--- config.mk ---
export PLATFORM = sky130hd
export DESIGN_NAME = spi_wp_guard
export DESIGN_NICKNAME = d
export VERILOG_FILES = /design/src/rtl/spi_wp_guard.sv
export SDC_FILE = /design/constraint.sdc
export NUM_CORES = 1
export LEC_CHECK = 0
export ABC_AREA = 1
export BUFFER_PORTS_ARGS = -buffer_cell sky130_fd_sc_hd__buf_2
export CAP_MARGIN = 20
export CORE_AREA = 2 2 39 41
export DETAILED_ROUTE_END_ITERATION = 12
export DIE_AREA = 0 0 41 43
export GPL_TIMING_DRIVEN = 0
export HOLD_SLACK_MARGIN = 0.12
export PLACE_DENSITY = 0.7
export SETUP_SLACK_MARGIN = 0.2
export SLEW_MARGIN = 20
export SYNTH_ARGS = -nofsm -noshare
export SYNTH_HDL_FRONTEND = slang
export SYNTH_SLANG_ARGS = --single-unit
--- constraint.sdc ---
create_clock -name clk -period 2.3 [get_ports clk]
set_input_delay 0.23 -clock clk [delete_from_list [all_inputs] [get_ports clk]]
set_output_delay 0.23 -clock clk [all_outputs]
set_load 0.005 [all_outputs]
--- src/rtl/spi_wp_guard.sv ---
module spi_wp_guard #(
  parameter int AW         = 9,
  parameter int ARRAY_LAST = 'h0FF,
  parameter int REG_FIRST  = 'h120,
  parameter int REG_LAST   = 'h135
) (
  input  logic          clk,
  input  logic          rst_n,
  input  logic          cmd_wren,
  input  logic          cmd_wrdi,
  input  logic          wr_done,
  input  logic          sr_wr,
  input  logic [7:0]    sr_wdata,
  input  logic [AW-1:0] wr_addr,
  input  logic          wp_pin,
  output logic          mem_grant,
  output logic          sr_grant,
  output logic [7:0]    sr_rdata
);
  localparam int SPAN = ARRAY_LAST + 1;

  logic       wel, rlock, pe;
  logic [1:0] bp;
  logic [AW:0] bp_lo;
  logic in_array, in_reg, zone_ok;

  always_comb begin
    case (bp)
      2'b00:   bp_lo = (AW+1)'(SPAN);
      2'b01:   bp_lo = (AW+1)'(SPAN - SPAN/4);
      2'b10:   bp_lo = (AW+1)'(SPAN/2);
      default: bp_lo = '0;
    endcase
  end

  assign in_array = int'(wr_addr) <= ARRAY_LAST;
  assign in_reg   = int'(wr_addr) >= REG_FIRST && int'(wr_addr) <= REG_LAST;
  assign zone_ok  = in_array ? ({1'b0, wr_addr} < bp_lo)
                  : in_reg   ? !rlock
                  : int'(wr_addr) <= REG_LAST;

  assign mem_grant = wel & zone_ok;
  assign sr_grant  = wel & !(pe & !wp_pin);
  assign sr_rdata  = {pe, 2'b00, rlock, bp, wel, 1'b0};

  always_ff @(posedge clk or negedge rst_n) begin
    if (!rst_n) begin
      wel   <= 1'b0;
      bp    <= 2'b00;
      rlock <= 1'b0;
      pe    <= 1'b0;
    end else begin
      if (cmd_wrdi || wr_done) wel <= 1'b0;
      else if (cmd_wren)       wel <= 1'b1;
      if (sr_wr && sr_grant) begin
        pe    <= sr_wdata[7];
        rlock <= sr_wdata[4];
        bp    <= sr_wdata[3:2];
      end
    end
  end
endmodule


==> summary.md, run 1 <==
| Metric | Value |
|---|---|
| Status | `finished, final reports clean` |
| Wire per inst | `7.850 um` |
| #FFs+latches synth | `5` |
| R2R setup slack | `~1300 ps` |
| Area after DPL | `546.8 um2` |
| Die height | `between 40 and 50 um` |
| Most frequent cell after synthesis | `nand2_1` |
| Layout area overhead | `47.94%` |
| Pre-antenna DRT Iters | `4` |
| Vias post-DR | `roughly 400` |
| ANT nets after route | `0` |
| Peak VDD IR | `0.3249 mV` |
| Worst setup EP type | `output pin` |
| Initial Util | `approximately 28%` |
| Full die area | `around 0.0018 mm2` |
| Final wirelength | `between 700 and 800 um` |
| Final setup vio count | `0` |
| Hold WS | `approximately 140 ps` |
| H-tree lvl count | `1` |
| Pwr Density | `588.7 mW/mm2` |
| DR DRC count | `0` |
| Yosys cell types | `14` |
| Max stage delay on crit path | `between 300 and 400 ps` |
| Worst setup startpoint | `bp[0]$_DFFE_PN0P_` |
| Register Area | `between 100 and 150 um2` |
| Clk_skew | `around 2.2 ps` |
| Min-delay worst type | `input port to flip-flop` |
| Hold Buf Count CTS | `1` |
| Max Transition Viols Final | `0` |
| Routability cong. | `between 0.6 and 0.7` |
| Syn Std Cell Area | `around 390 um2` |
| CTS tree | `built` |
| Critical Path RT | `about 2100 ps` |
| First-pass GRT wire length | `between 1000 and 1500 um` |
| Most common cell on crit path | `nand2_1` |
| Reg-to-reg endpoint | `bp[0]$_DFFE_PN0P_` |
| Pre-CTS setup slack | `~630 ps` |
| Critical path depth | `10` |
| Initial antenna violation count | `0` |
| Clk sinks | `5` |
| Synth Instances | `52` |
| Startpoint types | `flip-flop` |
| Area of the multi-input gates | `193.9 um2` |
| Post-route cell area | `583.1 um2` |
| Worst reg2reg path startpoint | `pe$_DFFE_PN0P_` |
| FMAX | `about 0.52 GHz` |
| Tot Pwr | `approximately 0.00034 W` |
| Sw power | `0.0001049 W` |
| Post-synth EDFFs | `0` |
| Avg Cell Area, Syn | `roughly 7.6 um2` |
| Num CTS Buffers | `3` |
| Most area-consuming cells after synthesis | `dfrtp_1, ha_1, buf_4` |
| PortBufs | `25` |
| Share of power burned in registers | `between 30% and 40%` |
| Clk_lat worst skew | `roughly 240 ps` |
| Detailed router's first-iteration violation count | `7` |
| Clock power share | `~29%` |
| Post-synthesis sequential area ratio | `a little under a third` |
| Clk buf depth | `2` |
| Cell family with most CP delay | `adder cells` |
| DP HPWL | `around 710 um` |
| I/O pins | `34` |
| # diodes | `0` |
| Ordered list of cells on the worst path | `inv_1 -> ha_1 -> inv_1 -> ha_1 -> nand2_1 -> nand2_1 -> nand2_1 -> nand3_1 -> a21oi_1 -> buf_2` |
| CP bufs+invs | `3` |
| CP max stage cell | `dfrtp_1` |
| Max-cap violations | `0` |
| Leading area contributor after synthesis | `dfrtp_1` |
| Drt via density | `a little over 4` |
| Critical Path End | `mem_grant` |
| Layout cells sized above 1 | `between 40% and 50%` |
| Total leakage power | `approximately 0.36 nW` |
| Worst-path maximum fanout | `3` |
| Internal Power | `around 0.00024 W` |
| Core Region | `~0.0014 mm2` |
| Clock root cell | `clkbuf_4` |
| Largest net degree at the start of global routing | `7` |
| Synth async-reset ratio | `100.0%` |
| Critical Path AT | `1680 ps` |
| Number of post-CTS setup repair buffers | `0` |
| # resized after CTS | `0` |
| Die width | `between 40 and 50 um` |
| Main synth FF type | `dfrtp_1` |
| Setup slack after layout | `about 400 ps` |
| Top cell type's share of synthesized area | `a little under a third` |
| List of most frequent post-synthesis cells | `nand2_1, inv_1, buf_4, dfrtp_1` |
| Fin. Hold Viols | `0` |
| GRT Residual Overflow | `0` |
| Combinational cell fraction of total power | `a little over a third` |
| Yosys warns | `0` |
| Reg2Reg Depth | `4` |
| RSZ-0062 raised after global routing | `no` |
| Cell Rows | `14` |
| Worst-path clk slew | `40 ps` |
| Number of global-route vias before repair | `358` |
| GRT Util Overall | `~11%` |
| # nets final | `113` |
| Sw Ratio | `between 30% and 40%` |
| Final period util | `83.06%` |
| Fillers | `155` |
| Clock period minus worst slack | `1910 ps` |
| Crit Path Class | `flip-flop to output pin` |
| Total negative slack | `0 ps` |
-- worst min path at each step --
| stage | startpoint | to | slack [ps] | depth (start not counted) |
|---|---|---|---|---|
| 2_1_floorplan | rst_n | bp[0]$_DFFE_PN0P_ | -70 | 0 |
| 3_3_place_gp | rst_n | pe$_DFFE_PN0P_ | 50 | 1 |
| 3_5_place_dp | rst_n | pe$_DFFE_PN0P_ | 50 | 1 |
| 4_1_cts | wr_done | wel$_DFFE_PN0P_ | 140 | 2 |
| 5_1_grt | cmd_wrdi | wel$_DFFE_PN0P_ | 140 | 2 |
| 6_report | wr_done | wel$_DFFE_PN0P_ | 140 | 2 |
-- flip-flops by register name (all words and copies together) (netlist names) --
name / count
pe: 1
wel: 1
rlock: 1
bp: 2
-- cell families (layout without fill, tap and decap cells) --
family	Yosys count	in the layout	share of synthesized area, %
simple gates	22	22	25.71
buf+inv	16	46	20.95
flops	5	5	31.75
other cells	1	3	0.9515
compound gates	4	4	7.937
fa+ha+maj	4	4	12.70
-- power groups by stage --
| stage | Combinational, W | Clock, W | Sequential [W] |
|---|---|---|---|
| 6_report | 0.000125 | 0.0000987 | 0.000120 |
| 5_1_grt | 0.000148 | 0.000109 | 0.000124 |
| 4_1_cts | 0.000128 | 0.000103 | 0.000120 |
| 3_5_place_dp | 0.000126 | 0 | 0.000121 |
| 3_3_place_gp | 0.000122 | 0 | 0.000121 |
| 2_1_floorplan | 0.0000782 | 0 | 0.000120 |
-- layout by cell type, fill, tap and decap left out, drive strengths merged --
cell type	n
buf	31
nand2	12
inv	10
dfrtp	5
nand3	4
ha	4
a21oi	4
clkbuf	4
nor2	3
conb	3
nor3	2
nand3b	1
dlygate4sd3	1
-- stage by stage --
step / instances / utilization [%]
CTS: 100 / 42.13
global route: 100 / 42.13
finish: 100 / 42.13
detailed placement: 95 / 39.51
global placement: 95 / 39.51
floorplan: 54 / -
-- cell type report --
type / count / area share, %
multi-input cells: 33 / 33.26
flip-flops and latches: 5 / 21.46
plain buffers: 6 / 7.725
repair buffers: 26 / 23.18
inverters: 10 / 6.438
well taps: 16 / 3.433
clock buffers: 4 / 4.506
-- per-layer routing --
metal | vias to the layer above | track usage, % | routed length (um)
met5 | - | 0 | 0
met4 | 0 | 6.000 | 12
met3 | 2 | 3.141 | 82
met2 | 24 | 16.88 | 371
met1 | 166 | 13.40 | 318
li1 | 217 | - | -
Note: power is estimated with default switching activity, not from simulation.
==> inputs of run 2 (changes only) <==
==> constraint.sdc (replaced) <==
create_clock -name clk -period 1.95 [get_ports clk]
set_input_delay 0.195 -clock clk [delete_from_list [all_inputs] [get_ports clk]]
set_output_delay 0.195 -clock clk [all_outputs]
set_load 0.005 [all_outputs]
==> summary.md, run 2 (synthesis gave the netlist of run 1 again) <==
| Metric | Value |
|---|---|
| Total leakage power | `0.3826 nW (+5.7%)` |
| GRT Residual Overflow | `0 (unchanged)` |
| Status | `finished, final reports clean` |
| CP max stage cell | `dfrtp_1` |
| Cell family with most CP delay | `adder cells` |
| Final period util | `91.38%` |
| Post-route cell area | `655.6 um2 (+12%)` |
| Detailed router's first-iteration violation count | `6 (-1)` |
| Worst-path maximum fanout | `2 (-1)` |
| Min-Delay Endpoint | `rlock$_DFFE_PN0P_` |
| Grt peak-use layer | `met2` |
| H-tree lvl count | `1 (unchanged)` |
| Layout cells sized above 1 | `51.69% (+7.6 points)` |
| Worst-path clk slew | `40 ps (about the same)` |
| Met2 GRT Util | `20.31% (+3.4 points)` |
| Clk buf depth | `2 (unchanged)` |
| Cell Rows | `14 (unchanged)` |
| Startpoint types | `flip-flop` |
| CTS tree | `built` |
| DR DRC count | `0 (unchanged)` |
| Pre-antenna DRT Iters | `4 (unchanged)` |
| Peak VDD IR | `0.3934 mV (+21%)` |
| Reg-to-reg endpoint | `wel$_DFFE_PN0P_` |
| Hold WS | `193.4 ps (+49.69 ps)` |
| Max Transition Viols Final | `0 (unchanged)` |
| Layout area overhead | `66.35%` |
| Vias post-DR | `437 (+6.8%)` |
| Num CTS Buffers | `3 (unchanged)` |
| Highest-count cells in the layout ignoring fill and taps | `buf_2, nand2_1, buf_4` |
| Pwr Density | `721.1 mW/mm2 (+22%)` |
| PortBufs | `25 (unchanged)` |
| Max stage delay on crit path | `350 ps (about the same)` |
| Setup slack after layout | `168.1 ps (-221.6 ps)` |
| Routability cong. | `0.6647 (unchanged)` |
| Initial antenna violation count | `0 (unchanged)` |
| Reg2Reg Depth | `3 (-1)` |
| Max FFs per register | `2 (unchanged)` |
| Min-delay worst type | `input port to flip-flop` |
| Core Region | `0.001384 mm2 (unchanged)` |
| FMAX | `~0.56 GHz` |
| Sw Ratio | `31.76% (+1.2 points)` |
| Most common cell after layout, fill and taps aside | `buf_2` |
| Full die area | `0.001763 mm2 (unchanged)` |
| # nets final | `118 (+4.4%)` |
| Final wirelength | `870 um (+11%)` |
| Clk_skew | `1.717 ps (-0.5057 ps)` |
| Clock power share | `24.8% (-3.9 points)` |
| Hold Startpoint | `sr_wdata[4]` |
| Combinational cell fraction of total power | `45.1% (+8.8 points)` |
| Critical Path RT | `1750 ps (-320 ps)` |
| Reg with most FFs | `bp` |
| Total negative slack | `0 ps (unchanged)` |
| Number of global-route vias before repair | `408 (+14%)` |
| First-pass GRT wire length | `1504 um (+13%)` |
| Max-cap violations | `0 (unchanged)` |
| Hold path cells | `3 (+1)` |
| Wire per inst | `8.286 um (+5.6%)` |
| Ordered list of cells on the worst path | `inv_2 -> ha_4 -> inv_4 -> ha_4 -> nand2_2 -> nand2_1 -> nand2_1 -> nand3_1 -> a21oi_1 -> buf_2` |
| Largest net degree at the start of global routing | `7 (unchanged)` |
| RSZ-0062 raised after global routing | `yes` |
| Clk sinks | `5 (unchanged)` |
| Sw power | `0.0001501 W (+43%)` |
| Fin. Hold Viols | `0 (unchanged)` |
| Initial Util | `28.48% (unchanged)` |
| Worst reg2reg path startpoint | `wel$_DFFE_PN0P_` |
| ANT nets after route | `0 (unchanged)` |
| R2R setup slack | `720 ps (-580 ps)` |
| Clk_lat worst skew | `240 ps (about the same)` |
| Clock period minus worst slack | `about 1800 ps` |
| Clock root cell | `clkbuf_4` |
| Pre-CTS setup slack | `316.7 ps (-315.0 ps)` |
| Die width | `41 um (unchanged)` |
| Share of power burned in registers | `30.1% (-4.8 points)` |
| GR Util met1 | `14.38% (+0.98 points)` |
| Fillers | `151 (-2.6%)` |
| Internal Power | `0.0003226 W (+35%)` |
| Die height | `43 um (unchanged)` |
| I/O pins | `34 (unchanged)` |
| Final setup vio count | `0 (unchanged)` |
| # diodes | `0 (unchanged)` |
| GRT Util Overall | `12.51% (+1.4 points)` |
| Drt via density | `4.162 (+1.8%)` |
| Crit Path Class | `flip-flop to output pin` |
| Worst setup EP type | `output pin` |
| Area after DPL | `546.8 um2 (unchanged)` |
| Critical Path AT | `1590 ps (-90 ps)` |
| CP bufs+invs | `3 (unchanged)` |
| DP HPWL | `707.6 um (unchanged)` |
| GR Layer Usage met3 | `3.141% (unchanged)` |
==> run 2: cell count changes in the layout (fill, tap and decap cells not counted), sizes merged <==
cell and change:
buf +3, dlygate4sd3 +2
==> run 2: metal layers <==
metal | vias to the layer above | wire length [um]
li1 | 225 | -
met1 | 184 | 341
met2 | 26 | 436
met3 | 2 | 79
met4 | 0 | 12
met5 | - | 0
==> run 2: area by class of cell <==
type	count	area, um2	share of cell area [%]
well taps	16	20.02	3.053
clock buffers	4	26.28	4.008
flip-flops and latches	5	125.1	19.08
repair buffers	31	177.7	27.10
multi-input cells	33	221.5	33.78
inverters	10	40.04	6.107
plain buffers	6	45.04	6.870
==> run 2: timing repair <==
action / CTS / global route
hold buffers: 3 / 0
setup endpoints to repair: 1 / 1
gates resized for setup: 5 / 2
endpoints found under the hold margin: 6 / 0
buffers inserted: 2 / 1
pin swaps: 5 / 4
==> run 2: worst reg2reg max path, stage by stage, from the launching register on <==
cell	delay, ps
dfrtp_1	400
nor2_1	110
nor3_1	50
dlygate4sd3_1	550
==> run 2: worst max-delay path by stage <==
stage                           start   endpoint  slack, ps  cells after the start
finish              bp[1]$_DFFE_PN0P_  mem_grant        170                     10
global route        bp[0]$_DFFE_PN0P_  mem_grant         80                     10
CTS                 bp[1]$_DFFE_PN0P_  mem_grant        110                     10
detailed placement  bp[0]$_DFFE_PN0P_  mem_grant        320                     10
global placement    bp[0]$_DFFE_PN0P_  mem_grant        340                     10
floorplan           bp[0]$_DFFE_PN0P_  mem_grant        450                      9
==> run 2: stage by stage <==
step | instances | utilization (%) | total power, W
5_1_grt | 105 | 47.38 | 0.0005206
3_3_place_gp | 95 | 39.51 | 0.0002862
3_5_place_dp | 95 | 39.51 | 0.0002920
4_1_cts | 104 | 46.47 | 0.0004565
2_1_floorplan | 54 | - | 0.0002337
6_report | 105 | 47.38 | 0.0004728
==> run 2: power by group through the flow <==
stage | clock network [W] | registers, W | logic [W]
6_report | 0.000117 | 0.000142 | 0.000213
3_5_place_dp | 0 | 0.000143 | 0.000149
2_1_floorplan | 0 | 0.000141 | 0.0000922
4_1_cts | 0.000122 | 0.000142 | 0.000192
5_1_grt | 0.000129 | 0.000146 | 0.000245
3_3_place_gp | 0 | 0.000142 | 0.000144
